[config.mk]
export PLATFORM = sky130hd
export DESIGN_NAME = gated_timer
export DESIGN_NICKNAME = d
export VERILOG_FILES = /design/src/rtl/tmr_pkg.sv /design/src/rtl/tmr_pin_sync.sv /design/src/rtl/tmr_count.sv /design/src/rtl/tmr_flag.sv /design/src/rtl/gated_timer.sv
export SDC_FILE = /design/constraint.sdc
export NUM_CORES = 1
export LEC_CHECK = 0
export BUFFER_PORTS_ARGS = -buffer_cell sky130_fd_sc_hd__buf_2
export CAP_MARGIN = 20
export CORE_UTILIZATION = 57
export DETAILED_ROUTE_END_ITERATION = 6
export PLACE_DENSITY = 0.82
export SYNTH_ARGS = -nofsm -noshare
export SYNTH_HDL_FRONTEND = slang
export SYNTH_SLANG_ARGS = --single-unit
[constraint.sdc]
create_clock -name clk_i -period 3.88 [get_ports clk_i]
set_input_delay 0 -clock clk_i [delete_from_list [all_inputs] [get_ports clk_i]]
set_output_delay 0 -clock clk_i [all_outputs]
set_load 0.02 [all_outputs]
[src/rtl/tmr_pkg.sv]
package tmr_pkg;

   typedef enum logic [1:0] {
      TM_PRESC  = 2'd0,
      TM_CASC   = 2'd1,
      TM_RELOAD = 2'd2,
      TM_FREEZE = 2'd3
   } tmr_mode_e;

   // Packed so that it maps directly onto write data bits [4:0].
   typedef struct packed {
      logic      run;
      logic      gate;
      logic      src;
      tmr_mode_e mode;
   } tmr_cfg_t;

   localparam int unsigned CFG_W = $bits(tmr_cfg_t);

endpackage

[src/rtl/tmr_pin_sync.sv]
module tmr_pin_sync #(
   parameter int unsigned STAGES    = 2,
   parameter bit          RESET_VAL = 1'b0,
   parameter bit          FALL_EDGE = 1'b1
) (
   input  logic clk_i,
   input  logic rst_ni,
   input  logic pin_i,
   output logic level_o,
   output logic edge_o
);

   if (STAGES < 2) begin : g_bad_stages
      $error("tmr_pin_sync: STAGES must be at least 2");
   end

   logic [STAGES-1:0] sync_q;
   logic              prev_q;

   always_ff @(posedge clk_i or negedge rst_ni) begin
      if (!rst_ni) begin
         sync_q <= {STAGES{RESET_VAL}};
         prev_q <= RESET_VAL;
      end else begin
         sync_q <= {sync_q[STAGES-2:0], pin_i};
         prev_q <= sync_q[STAGES-1];
      end
   end

   assign level_o = sync_q[STAGES-1];

   if (FALL_EDGE) begin : g_fall
      assign edge_o = prev_q & ~level_o;
   end else begin : g_rise
      assign edge_o = ~prev_q & level_o;
   end

endmodule

[src/rtl/tmr_count.sv]
module tmr_count
   import tmr_pkg::*;
#(
   parameter int unsigned W        = 8,
   parameter int unsigned PRE_BITS = 5
) (
   input  logic         clk_i,
   input  logic         rst_ni,
   input  tmr_mode_e    mode_i,
   input  logic         inc_i,
   input  logic         wr_hi_i,
   input  logic         wr_lo_i,
   input  logic [W-1:0] wr_data_i,
   output logic [W-1:0] hi_o,
   output logic [W-1:0] lo_o,
   output logic         ovf_o
);

   localparam int unsigned CW = 2 * W + 1;

   if (PRE_BITS == 0 || PRE_BITS >= W) begin : g_bad_pre
      $error("tmr_count: PRE_BITS must lie in 1..W-1");
   end

   logic [W-1:0]        hi_q, lo_q, hi_n, lo_n;
   logic [PRE_BITS-1:0] pre;
   logic [CW-1:0]       casc_sum;
   logic                step;

   assign step     = inc_i & ~(wr_hi_i | wr_lo_i);
   assign pre      = lo_q[PRE_BITS-1:0];
   assign casc_sum = {1'b0, hi_q, lo_q} + CW'(1);

   always_comb begin
      hi_n  = hi_q;
      lo_n  = lo_q;
      ovf_o = 1'b0;
      if (step) begin
         unique case (mode_i)
            TM_PRESC: begin
               lo_n[PRE_BITS-1:0] = pre + PRE_BITS'(1);
               if (&pre) begin
                  hi_n  = hi_q + W'(1);
                  ovf_o = &hi_q;
               end
            end
            TM_CASC: begin
               {ovf_o, hi_n, lo_n} = casc_sum;
            end
            TM_RELOAD: begin
               if (&lo_q) begin
                  lo_n  = hi_q;
                  ovf_o = 1'b1;
               end else begin
                  lo_n = lo_q + W'(1);
               end
            end
            default: ;
         endcase
      end
      if (wr_hi_i) hi_n = wr_data_i;
      if (wr_lo_i) lo_n = wr_data_i;
   end

   always_ff @(posedge clk_i or negedge rst_ni) begin
      if (!rst_ni) begin
         hi_q <= '0;
         lo_q <= '0;
      end else begin
         hi_q <= hi_n;
         lo_q <= lo_n;
      end
   end

   assign hi_o = hi_q;
   assign lo_o = lo_q;

   assert_freeze_holds_R6: assert property (@(posedge clk_i) disable iff (!rst_ni)
      (mode_i == TM_FREEZE && !wr_hi_i && !wr_lo_i) |=> ($stable(hi_q) && $stable(lo_q)));

   assert_presc_upper_R3: assert property (@(posedge clk_i) disable iff (!rst_ni)
      (mode_i == TM_PRESC && !wr_lo_i) |=> $stable(lo_q[W-1:PRE_BITS]));

   assert_reload_keeps_hi_R5: assert property (@(posedge clk_i) disable iff (!rst_ni)
      (mode_i == TM_RELOAD && !wr_hi_i) |=> $stable(hi_q));

   assert_idle_holds_R2: assert property (@(posedge clk_i) disable iff (!rst_ni)
      (!inc_i && !wr_hi_i && !wr_lo_i) |=> ($stable(hi_q) && $stable(lo_q)));

endmodule

[src/rtl/tmr_flag.sv]
module tmr_flag (
   input  logic clk_i,
   input  logic rst_ni,
   input  logic ovf_i,
   input  logic wr_i,
   input  logic wr_val_i,
   input  logic ack_i,
   input  logic borrow_i,
   input  logic borrow_flag_i,
   input  logic ie_local_i,
   input  logic ie_global_i,
   output logic flag_o,
   output logic irq_o
);

   logic flag_q;

   always_ff @(posedge clk_i or negedge rst_ni) begin
      if (!rst_ni)       flag_q <= 1'b0;
      else if (borrow_i) flag_q <= borrow_flag_i;
      else if (wr_i)     flag_q <= wr_val_i;
      else if (ovf_i)    flag_q <= 1'b1;
      else if (ack_i)    flag_q <= 1'b0;
   end

   assign flag_o = flag_q;
   assign irq_o  = flag_q & ie_local_i & ie_global_i & ~borrow_i;

   assert_ovf_sets_flag_R7: assert property (@(posedge clk_i) disable iff (!rst_ni)
      (!borrow_i && !wr_i && ovf_i) |=> flag_q);

   assert_ack_clears_flag_R7: assert property (@(posedge clk_i) disable iff (!rst_ni)
      (!borrow_i && !wr_i && !ovf_i && ack_i) |=> !flag_q);

   assert_flag_write_R10: assert property (@(posedge clk_i) disable iff (!rst_ni)
      (!borrow_i && wr_i) |=> (flag_q == $past(wr_val_i)));

   assert_borrow_flag_R12: assert property (@(posedge clk_i) disable iff (!rst_ni)
      borrow_i |=> (flag_q == $past(borrow_flag_i)));

endmodule

[src/rtl/gated_timer.sv]
module gated_timer
   import tmr_pkg::*;
#(
   parameter int unsigned W           = 8,
   parameter int unsigned PRE_BITS    = 5,
   parameter int unsigned SYNC_STAGES = 2
) (
   input  logic         clk_i,
   input  logic         rst_ni,
   input  logic         wr_hi_i,
   input  logic         wr_lo_i,
   input  logic         wr_cfg_i,
   input  logic         wr_flag_i,
   input  logic [W-1:0] wr_data_i,
   input  logic         tick_i,
   input  logic         evt_i,
   input  logic         gate_pin_ni,
   input  logic         borrow_i,
   input  logic         borrow_run_i,
   input  logic         borrow_flag_i,
   input  logic         int_ack_i,
   input  logic         ie_local_i,
   input  logic         ie_global_i,
   output logic [W-1:0] hi_o,
   output logic [W-1:0] lo_o,
   output logic         flag_o,
   output logic         irq_o
);

   if (W <= CFG_W) begin : g_bad_w
      $error("gated_timer: W must exceed the configuration width");
   end

   tmr_cfg_t cfg_q;
   logic     gate_lvl, evt_fall, inc, ovf, run_eff;
   logic     unused_gate_edge, unused_evt_lvl, unused_cfg_hi;

   assign unused_cfg_hi = ^wr_data_i[W-1:CFG_W];

   always_ff @(posedge clk_i or negedge rst_ni) begin
      if (!rst_ni)       cfg_q <= '0;
      else if (wr_cfg_i) cfg_q <= tmr_cfg_t'(wr_data_i[CFG_W-1:0]);
   end

   tmr_pin_sync #(.STAGES(SYNC_STAGES), .RESET_VAL(1'b0), .FALL_EDGE(1'b1)) u_gate_sync (
      .clk_i  (clk_i),
      .rst_ni (rst_ni),
      .pin_i  (gate_pin_ni),
      .level_o(gate_lvl),
      .edge_o (unused_gate_edge)
   );

   tmr_pin_sync #(.STAGES(SYNC_STAGES), .RESET_VAL(1'b0), .FALL_EDGE(1'b1)) u_evt_sync (
      .clk_i  (clk_i),
      .rst_ni (rst_ni),
      .pin_i  (evt_i),
      .level_o(unused_evt_lvl),
      .edge_o (evt_fall)
   );

   assign run_eff = borrow_i ? borrow_run_i : cfg_q.run;
   assign inc     = run_eff & (~cfg_q.gate | gate_lvl) & (cfg_q.src ? evt_fall : tick_i);

   tmr_count #(.W(W), .PRE_BITS(PRE_BITS)) u_count (
      .clk_i    (clk_i),
      .rst_ni   (rst_ni),
      .mode_i   (cfg_q.mode),
      .inc_i    (inc),
      .wr_hi_i  (wr_hi_i),
      .wr_lo_i  (wr_lo_i),
      .wr_data_i(wr_data_i),
      .hi_o     (hi_o),
      .lo_o     (lo_o),
      .ovf_o    (ovf)
   );

   tmr_flag u_flag (
      .clk_i        (clk_i),
      .rst_ni       (rst_ni),
      .ovf_i        (ovf),
      .wr_i         (wr_flag_i),
      .wr_val_i     (wr_data_i[0]),
      .ack_i        (int_ack_i),
      .borrow_i     (borrow_i),
      .borrow_flag_i(borrow_flag_i),
      .ie_local_i   (ie_local_i),
      .ie_global_i  (ie_global_i),
      .flag_o       (flag_o),
      .irq_o        (irq_o)
   );

   assert_stopped_no_count_R2: assert property (@(posedge clk_i) disable iff (!rst_ni)
      (!run_eff && !wr_hi_i && !wr_lo_i) |=> ($stable(hi_o) && $stable(lo_o)));

endmodule

# Word-level counts from Yosys, hierarchy flattened
# Index checks and enable logic that the tools add are counted.
totals:
  word_cells: 63
  memories: 0
  ramBits: 0
  rom_bits: 0
  ff_bits: 27
  output_inout_bits: 18
  latch_bits: 0
classes:
  shifts: 0
  n_mux: 19
  addsub: 4
  div_mod_pow: 0
  magnitude_cmp: 0
  bitwise: 13
  multipliers: 0
  eq_ne: 3
  n_reduce_logical: 13
ops:
  columns: ["operator", "n"]
  rows:
  - ["2-to-1 mux 8 bit", 6]
  - ["adder 16 x 1 -> 17 bit, second input constant", 1]
  - ["adder 8 x 1 -> 8 bit, second input constant", 2]
  - ["one-hot mux 8 bit (2 select lines)", 1]
  - ["AND reduction 8 bit", 2]
  - ["one-hot mux 5 bit (3 select lines)", 1]
  - ["2-to-1 mux 1 bit", 9]
  - ["nonzero test 4 bit", 2]
  - ["bitwise AND 1 bit", 7]
  - ["one-hot mux 3 bit (2 select lines)", 1]
  - ["nonzero test 3 bit", 2]
  - ["adder 5 x 1 -> 5 bit, second input constant", 1]
  - ["AND reduction 5 bit", 1]
  - ["inverter 1 bit", 4]
  - ["AND reduction 2 bit", 2]
  - ["nonzero test 2 bit", 2]
  - ["!= test 3 x 2 -> 1 bit, second input constant", 1]
  - ["one-hot mux 1 bit (3 select lines)", 1]
  - ["AND reduction 3 bit", 1]
  - ["equality test 2 x 1 -> 1 bit, second input constant", 1]
  - ["equality test 2 bit, second input constant", 1]
  - ["logical NOT 2 bit", 1]
  - ["bitwise OR 1 bit", 2]

# Logic depth before layout (Yosys ltp)
logic_depth:
  depth_word: 9
  depth_mapped: 8

# Modules after synthesis
# From an unflattened synthesis, not the netlist that was laid out.
hier_totals:
  cells_unflattened: 189
  area_unflattened_um2: 1804.2
by_module_without_submodules:
  columns: ["module", "seq_area_each_um2", "cells_per_inst", "area_per_inst_um2", "instances"]
  rows:
  - ["tmr_count", 400.4, 160, 1325.0, 1]
  - ["gated_timer", 125.1, 14, 212.7, 1]
  - ["tmr_pin_sync", 75.1, 4, 88.8, 2]
  - ["tmr_flag", 25.0, 7, 88.8, 1]

# Least setup slack after synthesis
# Ideal clock, no wire load.
synth_path:
  kind: "register -> register"
  start: "reg u_count.lo_q[0], in the netlist u_count.lo_o[0]"
  end: "reg u_count.hi_q[6], in the netlist u_count.hi_o[6]"
  path_buffers: 0
  synth_period_minus_slack_ns: 2.208
  slack_ns: 1.672
  path_stages_with_launch: 8
  required_time_ns: 3.754
  arrival_time_ns: 2.082
  setup_time_ns: 0.126
  cell_sequence: "dfrtp_1 -> ha_1 -> and3_1 -> ha_1 -> mux2i_1 -> nor2_1 -> a21o_1 -> a221o_1"
synth_between:
  elab_chain_len: 4
  word_cells_on_any_way: 7
  cone_classes: "add/sub: 1; eq/ne: 1; mux: 3; reduce/logical: 2"
synth_rtl:
  columns: ["item", "line", "source"]
  rows:
  - ["from (decl)", "tmr_count.sv:25", "logic [W-1:0] hi_q, lo_q, hi_n, lo_n;"]
  - ["from (signal assigned)", "tmr_count.sv:71", "lo_q <= lo_n;"]
  - ["adder 16 x 1 -> 17 bit", "tmr_count.sv:32", "assign casc_sum = {1'b0, hi_q, lo_q} + CW'(1);"]
  - ["one-hot mux 8 bit (2 select lines)", "tmr_count.sv:39", "unique case (mode_i)"]
  - ["2-to-1 mux 8 bit", "tmr_count.sv:38", "if (step) begin"]
  - ["2-to-1 mux 8 bit", "tmr_count.sv:61", "if (wr_hi_i) hi_n = wr_data_i;"]
  - ["to (signal assigned)", "tmr_count.sv:70", "hi_q <= hi_n;"]
  - ["to (decl)", "tmr_count.sv:25", null]
# Several ways; a longest one is shown, not always the timed one. The select of a mux whose other input is x is not followed.
# A chain may end at the register's enable or synchronous reset.

# Worst setup path after layout
layout_path:
  start: "reg u_count.lo_q[0], in the netlist u_count.lo_o[0]"
  end: "reg u_count.hi_q[4], in the netlist u_count.hi_o[4]"
# Same word-level chain as after synthesis.

==> flow_summary_export.csv <==
group,metric,value,unit
job,maxCapViolCount,0,
drt,drtPass1Iterations,7,
global_route,grt_max_degree,28,
place,dp_hpwl,3450,um
timing,period_share,0.692,
cts,cts-root-buf,"clkbuf_4",
final_layout,multi_input_area,988,um2
timing,setup_viol,0,
power_and_ir_drop,switching_power,256,uW
cts,cts-buffers-inserted,3,
final_layout,syn2layout_area_growth,22.8,%
timing,fmax,372,MHz
place,gp_congestion,0.907,
drt,ant_nets,0,
setup_path,cp_slowest_cell,"dlygate4sd3_1",
timing,finClkSkew,3.97,ps
cts,htree_levels,1,
synth,synth_flop_cell,"dfrtp_1",
power_and_ir_drop,p_clk_frac,0.194,
final_layout,fillCellCount,193,
synth,synthAdderAreaFrac,0.0501,
timing,layout_min_cycle_time,2690,ps
global_route,first_global_vias,1746,
setup_path,end_kind,"flip-flop",
place,port_buffers,40,
floorplan,ioPinCount,41,
synth,syn_nets,226,
synth,ys_ff_latch,27,
final_layout,final_common_cell,"buf_2",
cts,cts_tree,"done",
timing,max_slew_margin,0.577,
power_and_ir_drop,p_per_area,322,nW/um2
global_route,grt.total_usage,0.331,
synth,netlist_area,1750,um2
drt,viasPerCell,6.59,
status,violations,"design-rule violations",
synth,synthMuxAreaShare,0.0487,
cts,cts_max_path_buffers,2,
cts,insertion_delay,330,ps
synth,avgSynthCellArea,8.91,um2
timing,slew_viol_final,0,
setup_path,path_class,"reg2reg",
setup_path,crit_required,4160,ps
synth,yosysSeqAreaShare,0.387,
cts,clkTransAtPathRegs,160,ps
setup_path,worstPathArrival,2970,ps
synth,synth_async_sr_flop_share,1.00,
synth,synth_top_family_by_area,"compound AO/OA/AOI/OAI gates",
floorplan,core,2830,um2
global_route,use_met1,0.442,
synth,synth_warnings,0,
final_layout,num_antenna_cells,0,
setup_path,cp-start-kind,"flip-flop",
global_route,grt_pass1_wl,8320,um
setup_path,path_max_fanout,8,
synth,synth_simple_gate_area_frac,0.212,
setup_path,crit_chain,"ha_1 > and3_1 > ha_1 > mux2i_1 > nor4_1 > xnor2_1 > o21ai_1 > dlygate4sd3_1",
synth,synth-xor-area-share,0.0150,
status,status,"complete, but fails checks",
power_and_ir_drop,power,690,uW
drt,first_iter_violations,182,
final_layout,drive_above_1_share,0.215,
global_route,antenna_found_initial,0,
global_route,grt_overflow,0,
power_and_ir_drop,power.internal,435,uW
synth,synth-compound-area-share,0.240,
final_layout,final_net_count,278,
place,dp_slack,1550,ps
drt,wl_per_cell,18.1,um
timing,hold_viol_final,0,
floorplan,num_rows,19,
global_route,use_met3,0.0431,
floorplan,die_h,57.4,um
floorplan,initial_utilization,0.617,
timing,fin_ws,1190,ps
power_and_ir_drop,p_seq_frac,0.509,
synth,yosysUniqueCellTypes,50,
setup_path,critPathMostFrequentCell,"ha_1",
drt,dr_total_vias,1832,
power_and_ir_drop,p_comb_frac,0.296,
power_and_ir_drop,leakage,0.945,nW
timing,worst_pin_slew,634,ps
drt,drc,1,
drt,finalWirelength,5030,um
cts,cts.sinks,27,
worst_hold_path,hp-class,"in2reg",
global_route,grt_busiest_layer,"met2",
synth,synth-edff-count,0,
timing,tns,0,ps
timing,rsz0062_at_grt,"false",
final_layout,final_cell_mix,"buf_2 (40), dfrtp_1 (27), dlygate4sd3_1 (18)",
power_and_ir_drop,vdd_drop_max,0.278,mV
floorplan,die_w,57.4,um
synth,synth_cells,196,
final_layout,register_area,676,um2
setup_path,crit_path_max_incr_delay,580,ps
power_and_ir_drop,power.share.switching,0.370,
floorplan,dieArea,3290,um2
global_route,grt_use_met2,0.547,
[area by class of cell]
cell class / instances / area share
multi-input combinational: 150 / 0.461
sequential: 27 / 0.315
timing repair buffer: 58 / 0.177
tap: 31 / 0.0181
inverter: 8 / 0.0140
clock buffer: 3 / 0.0105
clock inverter: 1 / 0.00408
[worst paths after layout]
kind                                            from  slack (ps)                   end  cells past startpoint
worst min register to register  u_evt_sync.sync_q[0]         380  u_evt_sync.sync_q[1]                      0
min in group asynchronous                     rst_ni         190         u_flag.flag_o                      2
worst min-delay path                        borrow_i          10         u_flag.flag_o                      4
worst max-delay path                 u_count.lo_o[0]        1190       u_count.hi_o[4]                      8
max in group asynchronous                     rst_ni        3280       u_count.hi_o[1]                      2
worst max register to register       u_count.lo_o[0]        1190       u_count.hi_o[4]                      8
[registers in the layout, indices dropped and copies added, names as in the netlist]
name,cells
cfg_q,5
u_count.hi_o,8
u_count.lo_o,8
u_evt_sync.prev_q,1
u_evt_sync.sync_q,2
u_flag.flag_o,1
u_gate_sync.sync_q,2
[power by group through the flow]
stage,logic (mW),clock network [mW],registers [mW]
2_1_floorplan,0.106,0,0.364
3_3_place_gp,0.180,0,0.353
3_5_place_dp,0.183,0,0.355
4_1_cts,0.199,0.137,0.350
5_1_grt,0.223,0.146,0.356
6_report,0.204,0.134,0.352
[through the flow]
step	utilization	hold WS (ps)	std cells	area, um2
after global routing	0.758	17.1	278	2140
after CTS	0.758	1.38	278	2140
after floorplan	-	-296	196	1750
final	0.758	11.3	278	2140
after detailed placement	0.683	39.8	256	1930
after global placement	0.683	30.5	256	1930
[routing by layer]
metal  wire [um]  up-vias
li1            -      836
met1        2160      874
met2        2380      106
met3         365       16
met4         114        0
met5           0        -
[cell usage after synthesis, drive strengths merged, types with 3 or more instances]
| cell | n | share of area |
|---|---|---|
| mux2 | 4 | 0.026 |
| nor2b | 3 | 0.011 |
| nand3 | 11 | 0.032 |
| ha | 7 | 0.050 |
| dfrtp | 27 | 0.39 |
| o21ai | 14 | 0.040 |
| nor2 | 13 | 0.028 |
| nor3 | 3 | 0.0086 |
| o31ai | 4 | 0.017 |
| a31oi | 5 | 0.018 |
| buf | 4 | 0.015 |
| mux2i | 4 | 0.023 |
| a221o | 3 | 0.017 |
| a21oi | 12 | 0.034 |
| a211oi | 6 | 0.026 |
| inv | 7 | 0.015 |
| nand2 | 16 | 0.034 |
| and3 | 3 | 0.011 |
| nand4 | 7 | 0.029 |
| clkbuf | 7 | 0.015 |
| or2 | 3 | 0.011 |
| nand2b | 3 | 0.011 |
[worst max-delay path, delay by kind of cell (launching register included)]
| kind | cells | cell delay (ps) |
|---|---|---|
| adder cells (fa/ha/maj) | 2 | 500 |
| XOR/XNOR | 1 | 150 |
| flip-flops | 1 | 490 |
| AND/OR/NAND/NOR | 2 | 310 |
| AO/OA/AOI/OAI | 1 | 140 |
| buffers and inverters | 1 | 580 |
| multiplexers | 1 | 460 |
[logic make-up after synthesis]
logic type | Yosys count
AO/OA/AOI/OAI | 61
AND/OR/NAND/NOR | 71
flip-flops | 27
buffers and inverters | 19
XOR/XNOR | 3
adder cells (fa/ha/maj) | 7
multiplexers | 8
[timing repair]
action                                 in CTS  in global routing
endpoints found under the hold margin      44                  0
setup buffers                               0                  0
resized for setup                           0                  0
hold buffers                               18                  0
Power figures use the tool's default switching activity.
